[src/rtl/uart_wake_pkg.sv]
package uart_wake_pkg;

   typedef enum logic [1:0] {
      RX_IDLE  = 2'd0,
      RX_START = 2'd1,
      RX_DATA  = 2'd2,
      RX_STOP  = 2'd3
   } rx_state_e;

   function automatic logic maj3(input logic [2:0] s);
      return (s[0] & s[1]) | (s[0] & s[2]) | (s[1] & s[2]);
   endfunction

endpackage

[src/rtl/uart_wake_frame.sv]
module uart_wake_frame
   import uart_wake_pkg::*;
#(
   parameter int OVS         = 16,
   parameter int DBITS       = 8,
   parameter int SYNC_STAGES = 2
) (
   input  logic             clk,
   input  logic             rst_n,
   input  logic             active,
   input  logic             tick,
   input  logic             rxd,
   output logic             rxd_s,
   output logic             busy,
   output logic             frame_done,
   output logic             frame_stop,
   output logic [DBITS-1:0] frame_data
);
   localparam int CW  = $clog2(OVS);
   localparam int BW  = $clog2(DBITS + 1);
   localparam int MID = OVS / 2;

   rx_state_e        state;
   logic [CW-1:0]    sc;
   logic [BW-1:0]    bc;
   logic [2:0]       v;
   logic [DBITS-1:0] sh;

   generate
      if (SYNC_STAGES == 0) begin : g_nosync
         assign rxd_s = rxd;
      end else begin : g_sync
         logic [SYNC_STAGES-1:0] chain;
         always_ff @(posedge clk or negedge rst_n) begin
            if (!rst_n) chain <= '1;
            else        chain <= {chain[SYNC_STAGES-2 >= 0 ? SYNC_STAGES-2 : 0 : 0], rxd} >> 0;
         end
         assign rxd_s = chain[SYNC_STAGES-1];
      end
   endgenerate

   always_ff @(posedge clk or negedge rst_n) begin
      if (!rst_n) begin
         state      <= RX_IDLE;
         sc         <= '0;
         bc         <= '0;
         v          <= '0;
         sh         <= '0;
         frame_done <= 1'b0;
         frame_stop <= 1'b0;
      end else begin
         frame_done <= 1'b0;
         if (!active) begin
            state <= RX_IDLE;
         end else if (tick) begin
            sc <= sc + 1'b1;
            if (sc == CW'(MID - 1)) v[0] <= rxd_s;
            if (sc == CW'(MID))     v[1] <= rxd_s;
            if (sc == CW'(MID + 1)) v[2] <= rxd_s;
            unique case (state)
               RX_IDLE: begin
                  sc <= CW'(1);
                  if (!rxd_s) state <= RX_START;
               end
               RX_START: begin
                  if (sc == CW'(MID) && rxd_s) begin
                     state <= RX_IDLE;
                  end else if (sc == CW'(OVS - 1)) begin
                     state <= RX_DATA;
                     bc    <= '0;
                  end
               end
               RX_DATA: begin
                  if (sc == CW'(OVS - 1)) begin
                     sh <= {maj3(v), sh[DBITS-1:1]};
                     bc <= bc + 1'b1;
                     if (bc == BW'(DBITS - 1)) state <= RX_STOP;
                  end
               end
               RX_STOP: begin
                  if (sc == CW'(MID + 1)) begin
                     frame_done <= 1'b1;
                     frame_stop <= maj3({rxd_s, v[1:0]});
                     state      <= RX_IDLE;
                  end
               end
               default: state <= RX_IDLE;
            endcase
         end
      end
   end

   assign busy       = (state != RX_IDLE);
   assign frame_data = sh;


   start_reject_chk: assert property (@(posedge clk) disable iff (!rst_n)
      active && tick && state == RX_START && sc == CW'(MID) && rxd_s |=> state == RX_IDLE);


   frame_len_chk: assert property (@(posedge clk) disable iff (!rst_n)
      active && tick && state == RX_DATA && sc == CW'(OVS - 1) && bc == BW'(DBITS - 1)
      |=> state == RX_STOP);

endmodule

[src/rtl/uart_wake_idle.sv]
module uart_wake_idle #(
   parameter int OVS       = 16,
   parameter int IDLE_BITS = 10
) (
   input  logic clk,
   input  logic rst_n,
   input  logic active,
   input  logic tick,
   input  logic rxd_s,
   input  logic busy,
   input  logic frame_done,
   output logic idle_pulse
);
   localparam int LIM = OVS * IDLE_BITS;
   localparam int IW  = $clog2(LIM);

   logic          armed;
   logic [IW-1:0] cnt;

   always_ff @(posedge clk or negedge rst_n) begin
      if (!rst_n) begin
         armed      <= 1'b0;
         cnt        <= '0;
         idle_pulse <= 1'b0;
      end else begin
         idle_pulse <= 1'b0;
         if (!active) begin
            armed <= 1'b0;
         end else if (frame_done) begin
            armed <= 1'b1;
            cnt   <= '0;
         end else if (busy) begin
            armed <= 1'b0;
         end else if (armed && tick) begin
            if (!rxd_s) begin
               cnt <= '0;
            end else if (cnt == IW'(LIM - 1)) begin
               idle_pulse <= 1'b1;
               armed      <= 1'b0;
            end else begin
               cnt <= cnt + 1'b1;
            end
         end
      end
   end


   idle_once_chk: assert property (@(posedge clk) disable iff (!rst_n)
      idle_pulse |=> !idle_pulse);

endmodule

[src/rtl/uart_wake_ctl.sv]
module uart_wake_ctl #(
   parameter int DBITS = 8
) (
   input  logic             clk,
   input  logic             rst_n,
   input  logic             mod_en,
   input  logic             cfg_wr,
   input  logic             cfg_rx_en,
   input  logic             cfg_stby,
   input  logic             wake_sel,
   input  logic             rd_ack,
   input  logic             frame_done,
   input  logic             frame_stop,
   input  logic [DBITS-1:0] frame_data,
   input  logic             idle_pulse,
   output logic             rx_en,
   output logic             stby,
   output logic [DBITS-1:0] rx_data,
   output logic             rx_full,
   output logic             idle_flag,
   output logic             fe_flag,
   output logic             rx_irq
);
   logic wake_addr, wake_idle, accept;

   assign wake_addr = frame_done & stby & wake_sel & frame_data[DBITS-1];
   assign wake_idle = idle_pulse & stby & ~wake_sel;
   assign accept    = frame_done & (~stby | wake_addr);

   always_ff @(posedge clk or negedge rst_n) begin
      if (!rst_n) begin
         rx_en     <= 1'b0;
         stby      <= 1'b0;
         rx_data   <= '0;
         rx_full   <= 1'b0;
         idle_flag <= 1'b0;
         fe_flag   <= 1'b0;
      end else begin
         if (cfg_wr && mod_en) rx_en <= cfg_rx_en;
         if (cfg_wr)                      stby <= cfg_stby;
         else if (wake_addr || wake_idle) stby <= 1'b0;

         if (rd_ack) begin
            rx_full   <= 1'b0;
            idle_flag <= 1'b0;
            fe_flag   <= 1'b0;
         end
         if (accept) begin
            rx_data <= frame_data;
            rx_full <= 1'b1;
            fe_flag <= ~frame_stop;
         end
         if (idle_pulse && !stby) idle_flag <= 1'b1;
      end
   end

   assign rx_irq = (rx_full | idle_flag) & ~stby;


   ren_locked_chk: assert property (@(posedge clk) disable iff (!rst_n)
      cfg_wr && !mod_en |=> $stable(rx_en));


   flag_hold_chk: assert property (@(posedge clk) disable iff (!rst_n)
      !rx_en && !rd_ack && rx_full |=> rx_full);


   discard_chk: assert property (@(posedge clk) disable iff (!rst_n)
      frame_done && stby && !wake_sel |=> $stable(rx_data));


   addr_wake_chk: assert property (@(posedge clk) disable iff (!rst_n)
      frame_done && stby && wake_sel && frame_data[DBITS-1] && !cfg_wr
      |=> !stby && rx_full);


   idle_wake_chk: assert property (@(posedge clk) disable iff (!rst_n)
      idle_pulse && stby && !wake_sel && !cfg_wr && !idle_flag |=> !stby && !idle_flag);


   frame_err_chk: assert property (@(posedge clk) disable iff (!rst_n)
      frame_done && !frame_stop && !stby |=> fe_flag && rx_full);

endmodule

[src/rtl/uart_wake_rx.sv]
module uart_wake_rx #(
   parameter int OVS         = 16,
   parameter int DBITS       = 8,
   parameter int IDLE_BITS   = 10,
   parameter int SYNC_STAGES = 2
) (
   input  logic             clk,
   input  logic             rst_n,
   input  logic             mod_en,
   input  logic             cfg_wr,
   input  logic             cfg_rx_en,
   input  logic             cfg_stby,
   input  logic             wake_sel,
   input  logic             rd_ack,
   input  logic             tick,
   input  logic             rxd,
   output logic [DBITS-1:0] rx_data,
   output logic             rx_full,
   output logic             idle_flag,
   output logic             fe_flag,
   output logic             stby,
   output logic             rx_en,
   output logic             rx_irq
);
   generate
      if (OVS < 8 || (OVS & (OVS - 1)) != 0) begin : g_bad_ovs
         $error("OVS must be a power of two of at least 8");
      end
      if (DBITS < 2) begin : g_bad_dbits
         $error("DBITS must be at least 2");
      end
      if (IDLE_BITS < 1) begin : g_bad_idle
         $error("IDLE_BITS must be at least 1");
      end
      if (SYNC_STAGES == 1) begin : g_bad_sync
         $error("SYNC_STAGES must be 0 or at least 2");
      end
   endgenerate

   logic             active;
   logic             rxd_s, busy, frame_done, frame_stop, idle_pulse;
   logic [DBITS-1:0] frame_data;

   assign active = mod_en & rx_en;

   uart_wake_frame #(.OVS(OVS), .DBITS(DBITS), .SYNC_STAGES(SYNC_STAGES)) u_frame (
      .clk        (clk),
      .rst_n      (rst_n),
      .active     (active),
      .tick       (tick),
      .rxd        (rxd),
      .rxd_s      (rxd_s),
      .busy       (busy),
      .frame_done (frame_done),
      .frame_stop (frame_stop),
      .frame_data (frame_data)
   );

   uart_wake_idle #(.OVS(OVS), .IDLE_BITS(IDLE_BITS)) u_idle (
      .clk        (clk),
      .rst_n      (rst_n),
      .active     (active),
      .tick       (tick),
      .rxd_s      (rxd_s),
      .busy       (busy),
      .frame_done (frame_done),
      .idle_pulse (idle_pulse)
   );

   uart_wake_ctl #(.DBITS(DBITS)) u_ctl (
      .clk        (clk),
      .rst_n      (rst_n),
      .mod_en     (mod_en),
      .cfg_wr     (cfg_wr),
      .cfg_rx_en  (cfg_rx_en),
      .cfg_stby   (cfg_stby),
      .wake_sel   (wake_sel),
      .rd_ack     (rd_ack),
      .frame_done (frame_done),
      .frame_stop (frame_stop),
      .frame_data (frame_data),
      .idle_pulse (idle_pulse),
      .rx_en      (rx_en),
      .stby       (stby),
      .rx_data    (rx_data),
      .rx_full    (rx_full),
      .idle_flag  (idle_flag),
      .fe_flag    (fe_flag),
      .rx_irq     (rx_irq)
   );


   irq_mask_chk: assert property (@(posedge clk) disable iff (!rst_n)
      $rose(stby) |-> !rx_irq);

endmodule

[config.mk]
export PLATFORM = sky130hd
export DESIGN_NAME = uart_wake_rx
export DESIGN_NICKNAME = d
export VERILOG_FILES = /design/src/rtl/uart_wake_pkg.sv /design/src/rtl/uart_wake_frame.sv /design/src/rtl/uart_wake_idle.sv /design/src/rtl/uart_wake_ctl.sv /design/src/rtl/uart_wake_rx.sv
export SDC_FILE = /design/constraint.sdc
export NUM_CORES = 1
export LEC_CHECK = 0
export CORE_AREA = 2 2 72 74
export DETAILED_ROUTE_END_ITERATION = 10
export DIE_AREA = 0 0 74 76
export PLACE_DENSITY = 0.73
export SETUP_SLACK_MARGIN = 0.4
export SYNTH_ARGS = -nofsm -noshare
export SYNTH_HDL_FRONTEND = slang
export SYNTH_SLANG_ARGS = --single-unit
[constraint.sdc]
create_clock -name clk -period 1.7 [get_ports clk]
set_input_delay 0.255 -clock clk [delete_from_list [all_inputs] [get_ports clk]]
set_output_delay 0.255 -clock clk [all_outputs]
set_load 0.005 [all_outputs]
# Yosys cells after proc, flatten, opt, wreduce, memory -nomap -nowiden
# Index checks and enable logic that the tools add are counted.
# W data, S select, Z words.
[word_totals]
mem_bits_rw = 0
mem_bits_ro = 0
latch_bits = 0
output_inout_bits = 14
memories = 0
elab_cells = 131
register_bits = 48
[classes]
n_mul = 0
n_eq_ne = 23
shift = 0
div = 0
reduce_logical = 23
addsub = 3
bitwise = 22
magnitude_cmp = 0
muxes = 41
[op_table]
columns = ["operator", "count"]
rows = [
  ["$mux W8", 5],
  ["$mux W1", 22],
  ["$mux W2", 8],
  ["$mux W4", 4],
  ["$ne A3 B3 Y1 const B", 5],
  ["$and A1 B1 Y1", 13],
  ["$eq A4 B4 Y1 const B", 3],
  ["$reduce_and A3 Y1", 4],
  ["$reduce_and A4 Y1", 3],
  ["$reduce_and A6 Y1", 2],
  ["$reduce_bool A2 Y1", 6],
  ["$add A4 B1 Y4 const B", 2],
  ["$add A8 B1 Y8 const B", 1],
  ["$eq A4 B3 Y1 const B", 2],
  ["$eq A8 B8 Y1 const B", 1],
  ["$ne A4 B3 Y1 const B", 2],
  ["$ne A4 B4 Y1 const B", 2],
  ["$pmux W2 S4", 1],
  ["$pmux W4 S2", 1],
  ["$ne A2 B1 Y1 const B", 3],
  ["$or A1 B1 Y1", 6],
  ["$eq A2 B2 Y1 const B", 2],
  ["$logic_and A1 B1 Y1", 4],
  ["$ne A2 B2 Y1 const B", 2],
  ["other kinds (6)", 8],
]

# Logic depth before layout (Yosys ltp)
[depth]
ltp_word = 7
depth_mapped = 6

# Hierarchy
# From an unflattened synthesis, not the netlist that was laid out.
[unflattened]
cells_unflattened = 209
hier_area_um2 = 2396.0
[by_module_without_submodules]
columns = ["mod", "n_inst", "area_each_um2", "cells_per_inst"]
rows = [
  ["uart_wake_frame", 1, 1267.5, 116],
  ["uart_wake_ctl", 1, 561.8, 37],
  ["uart_wake_idle", 1, 560.5, 55],
  ["uart_wake_rx", 1, 6.3, 1],
]

# Worst setup path after synthesis
# OpenSTA, ideal clock, no wires.
[synth_timing]
path_type = "register -> register"
start = "reg u_frame.sc[0]"
end = "reg u_frame.state[0]"
period_less_slack_ps = 1573
t_arrival_ps = 1446
setup_time_ps = 128
path_slack_ps = 127
path_stages_with_launch = 7
required_time_ps = 1572
path_cell_list = "dfrtp_1 > inv_1 > ha_1 > and4b_1 > a211oi_2 > a211oi_1 > mux2_1"
[synth_via]
elab_chain_len = 6
word_cells_on_any_way = 12
classes_between = "eq/ne: 6; mux: 4; reduce/logical: 2"
[synth_rtl]
columns = ["element", "line", "rtl"]
rows = [
  ["start, declared", "uart_wake_frame.sv:24", "logic [CW-1:0] sc;"],
  ["start signal, assigned", "uart_wake_frame.sv:56", "sc <= sc + 1'b1;"],
  ["$eq A4 B4 Y1", "uart_wake_frame.sv:66", "if (sc == CW'(MID) && rxd_s) begin"],
  ["$logic_and A1 B1 Y1", "uart_wake_frame.sv:66", ""],
  ["$mux W2", "uart_wake_frame.sv:66", ""],
  ["$pmux W2 S4", "uart_wake_frame.sv:60", "unique case (state)"],
  ["$mux W2", "uart_wake_frame.sv:55", "end else if (tick) begin"],
  ["$mux W2", "uart_wake_frame.sv:53", "if (!active) begin"],
  ["end signal, assigned", "uart_wake_frame.sv:54", "state <= RX_IDLE;"],
  ["end signal, assigned", "uart_wake_frame.sv:63", "if (!rxd_s) state <= RX_START;"],
  ["end signal, assigned", "uart_wake_frame.sv:67", "state <= RX_IDLE;"],
  ["end, declared", "uart_wake_frame.sv:23", "rx_state_e state;"],
]
# Parallel ways exist; a longest one is shown, timed or not. The select of a mux whose other input is x is not followed.
# A chain may end at the register's enable or synchronous reset.

# Worst setup path after layout
# Same ends and word-level chain as after synthesis.

==> tab_implementation.tex <==
\begin{tabular}{lr}
\hline
Metric & Value \\
\hline
\multicolumn{2}{l}{\textbf{Floorplanning}} \\
\quad Die extent in x & $\sim$74 µm \\
\quad Initial core utilization & about half \\
\quad Core area & approximately 4900 µm² \\
\quad Count of standard-cell rows & 26 \\
\quad Area enclosed by the die boundary & between 5000 and 6000 µm² \\
\quad Io pins & 24 \\
\quad Die Height & 76 µm \\
\multicolumn{2}{l}{\textbf{STA}} \\
\quad Number of slew-limit violations in the final report & 0 \\
\quad Unrepaired setup endpoints after global routing & yes \\
\quad Final worst slack & $\sim$0.046 ns \\
\quad Actual slew at the worst max-slew pin & approximately 0.35 ns \\
\quad Hold slack & roughly 0.35 ns \\
\quad Worst Clk Skew & slightly below 0.008 ns \\
\quad Minimum clock period after layout & about 1.7 ns \\
\quad Relative slew slack & between 70\% and 80\% \\
\quad Final Hold Viols & 0 \\
\quad Endpoints failing setup & 0 \\
\quad Portion of the clock cycle consumed by the worst path in the final layout & 97.3\% \\
\quad Fmax & between 600 and 700 MHz \\
\multicolumn{2}{l}{\textbf{Layout}} \\
\quad Final standard cell count with taps included and fillers excluded & between 300 and 400 \\
\quad Antenna diodes & 0 \\
\quad Number of nets in the layout & 295 \\
\quad Area grow syn2layout & 42.4\% \\
\quad Final-layout fill cell count & between 300 and 400 \\
\quad Sequential cell area & around 1200 µm² \\
\quad Commonest non-fill, non-tap cells in the layout & sky130\_fd\_sc\_hd\_\_dfrtp\_1, sky130\_fd\_sc\_hd\_\_buf\_4, sky130\_fd\_sc\_hd\_\_nand2\_1, sky130\_fd\_sc\_hd\_\_mux2\_2, sky130\_fd\_sc\_hd\_\_dlygate4sd2\_1 \\
\quad Layout cell share with drive strength beyond 1 & between 40\% and 50\% \\
\quad Area taken by multi-input logic gates & between 1000 and 1500 µm² \\
\quad Core Util, Final & 68.6\% \\
\quad Most frequent standard cell in the layout excluding fill and tap cells & sky130\_fd\_sc\_hd\_\_dfrtp\_1 \\
\multicolumn{2}{l}{\textbf{Yosys}} \\
\quad Mean post-synth cell area & 11.4 µm² \\
\quad Distinct cells, synth & 50 \\
\quad Number of synthesis warnings & 0 \\
\quad Top cell type by total area after synthesis & sky130\_fd\_sc\_hd\_\_dfrtp\_1 \\
\quad Synthesized netlist cell count & between 200 and 250 \\
\quad Proportion of register bits with asynchronous set or reset after synthesis & 100\% \\
\quad Total nets after synthesis & 223 \\
\quad Sequential fraction of the synthesis area & approximately half \\
\quad Mapped Area & about 2400 µm² \\
\quad Leading post-synthesis cells by cell area & sky130\_fd\_sc\_hd\_\_dfrtp\_1, sky130\_fd\_sc\_hd\_\_mux2\_2, sky130\_fd\_sc\_hd\_\_mux2\_1, sky130\_fd\_sc\_hd\_\_nand2\_1, sky130\_fd\_sc\_hd\_\_ha\_1 \\
\quad Main synth FF type & sky130\_fd\_sc\_hd\_\_dfrtp\_1 \\
\quad Proportion of netlist area held by the largest area contributor & between 40\% and 50\% \\
\quad Register bit total from synthesis & 48 \\
\quad Post-synth EDFFs & 0 \\
\multicolumn{2}{l}{\textbf{Clock network}} \\
\quad CTS tree & done \\
\quad Register clock-pin slew on the reported worst setup and hold paths & about 0.09 ns \\
\quad TritonCTS sink count & 48 \\
\quad H-tree depth & 2 \\
\quad Clock root cell & sky130\_fd\_sc\_hd\_\_clkbuf\_8 \\
\quad Maximum buffer depth of the clock tree & 2 \\
\quad Clock latency at the later pin of the worst-skew pair & about 0.31 ns \\
\quad Number of buffers added by the clock tree synthesis step & 5 \\
\multicolumn{2}{l}{\textbf{Route}} \\
\quad Routed wirelength normalized by instance count & approximately 15 µm \\
\quad Antenna Nets Post-Route & 0 \\
\quad First-iteration detailed-routing DRC count & 129 \\
\quad Via density per instance & 5.36 \\
\quad Via Count & between 1500 and 2000 \\
\quad Final routed DRC violation total & 0 \\
\quad Pre-antenna DRT Iters & 4 \\
\quad Final wirelength & about 5.4 mm \\
\multicolumn{2}{l}{\textbf{Pwr}} \\
\quad Sequential cell fraction of total power & about half \\
\quad Clock share of power & between 30 and 40\% \\
\quad Combinational fraction of design power & between 10\% and 20\% \\
\quad Psw & 564 µW \\
\quad Share of total power consumed by net switching & 24.2\% \\
\quad Peak supply drop & 0.000619 V \\
\quad Power per standard cell area & just under 700 nW/µm² \\
\quad Internal power & approximately 1800 µW \\
\quad Sum of internal, switching and leakage power & 2330 µW \\
\quad Leakage & 0.00157 µW \\
\multicolumn{2}{l}{\textbf{Placed design}} \\
\quad Worst slack, placed & -0.180 ns \\
\quad RD Place Congestion & between 0.8 and 0.9 \\
\quad Number of placed instances with taps included & $\sim$320 \\
\quad IO Port Bufs & 23 \\
\quad Estimated wirelength of the detail-placed design & between 3 and 4 mm \\
\multicolumn{2}{l}{\textbf{Setup path}} \\
\quad Crit end category & flip-flop \\
\quad Startpoint of the lowest-slack register-to-register path & u\_frame.sc[0] \\
\quad Type of the setup path with the least slack & reg2reg \\
\quad Crit-path max FO & 6 \\
\quad Worst setup path startpoint & u\_frame.sc[0] \\
\quad Data required time of the critical path & approximately 1.9 ns \\
\quad WP data arrival & between 1.5 and 2 ns \\
\quad Launching element type of the critical path & flip-flop \\
\multicolumn{2}{l}{\textbf{Global routing}} \\
\quad Maximum number of pins on one net before global-route repair & 49 \\
\quad Antenna violations before repair & 0 \\
\quad Total global routing track utilization & a little over a fifth \\
\quad Via count of the first global-routing pass & approximately 1900 \\
\quad Global-route congestion overflow total & 0 \\
\quad Wire length of the first global-routing pass & 9.19 mm \\
\multicolumn{2}{l}{\textbf{Run}} \\
\quad Max-cap violations & 0 \\
\multicolumn{2}{l}{\textbf{Outcome}} \\
\quad Run status & complete, no violations \\
\multicolumn{2}{l}{\textbf{Worst hold path}} \\
\quad Start point of the worst hold path & rxd \\
\quad Class of the worst hold path & in2reg \\
\hline
\end{tabular}
-- worst max-delay path, cell delays in order (launching register included) --
cell	delay, ns
sky130_fd_sc_hd__dfrtp_2	0.45
sky130_fd_sc_hd__inv_2	0.06
sky130_fd_sc_hd__ha_4	0.16
sky130_fd_sc_hd__and4b_1	0.21
sky130_fd_sc_hd__a211oi_2	0.29
sky130_fd_sc_hd__a211oi_2	0.07
sky130_fd_sc_hd__mux2_1	0.31
-- final timing paths --
path	to	slack [ns]	depth (start not counted)
min	u_frame.g_sync.chain[0]	0.35	1
max in group asynchronous	u_frame.g_sync.chain[0]	0.96	3
max	u_frame.state[0]	0.05	6
min reg2reg	u_frame.g_sync.chain[1]	0.37	0
min in group asynchronous	u_ctl.idle_flag	0.47	3
max reg2reg	u_frame.state[0]	0.05	6
-- cells in the mapped netlist, drive strengths merged (3+ instances only) --
cell type / instances
a21oi: 12
and3: 7
buf: 6
dfrtp: 46
ha: 5
inv: 9
mux2: 22
mux2i: 3
nand2: 18
nand2b: 4
nand3: 9
nand4: 3
nor2: 10
nor3: 5
nor3b: 3
o21ai: 13
-- cell type report --
cell class	count	area share [%]
inverter	9	1.00
clock buffer	5	2.04
clock inverter	3	1.37
multi-input combinational	144	37.4
timing repair buffer	72	19.7
tap	70	2.60
sequential	48	35.9
-- registers in the layout, summed over array words and instances, names as in the netlist, 2 cells and up --
signal	flops
u_frame.v	3
u_frame.g_sync.chain	2
u_idle.cnt	8
u_frame.frame_data	8
u_frame.sc	4
u_frame.state	2
u_ctl.rx_data	8
u_frame.bc	4
-- what timing repair did --
item,4_1_cts,5_1_grt
hold buffers,1,0
pin swaps,6,8
cloned,1,0
resized for setup,61,23
endpoints found under the hold margin,46,0
buffers inserted,15,10
endpoints found under the setup margin,50,43
-- through the flow --
step / setup TNS, ns / instance area [µm²]
finish: 0 / 3370
global route: -0.00554 / 3370
CTS: 0 / 3210
detailed placement: -2.90 / 2830
global placement: -2.38 / 2830
floorplan: 0 / 2390
-- kinds of logic after synthesis --
kind of cell	count (synthesis)	share of synthesized area, %
AOI/OAI and AO/OA	40	12.1
adders and majority gates	7	3.49
buffers and inverters	16	4.12
DFF	48	50.9
muxes	25	11.7
and+or+nand+nor	72	17.7
-- per-layer routing --
metal  GRT usage [%]  part of all wire (%)  vias to the layer above
li1                -                     -                      897
met1            30.1                    47                      947
met2            31.7                    49                       31
met3            4.63                   2.5                        8
met4            5.45                   1.3                        0
met5               0                     0                        -
-- power by group through the flow --
stage | Combinational, µW | Sequential [µW] | Clock, µW
2_1_floorplan | 68.9 | 1200 | 0
3_3_place_gp | 168 | 1200 | 0
3_5_place_dp | 171 | 1210 | 0
4_1_cts | 247 | 1180 | 862
5_1_grt | 314 | 1190 | 926
6_report | 287 | 1180 | 855
No activity file was read; power rests on OpenSTA's default activity.
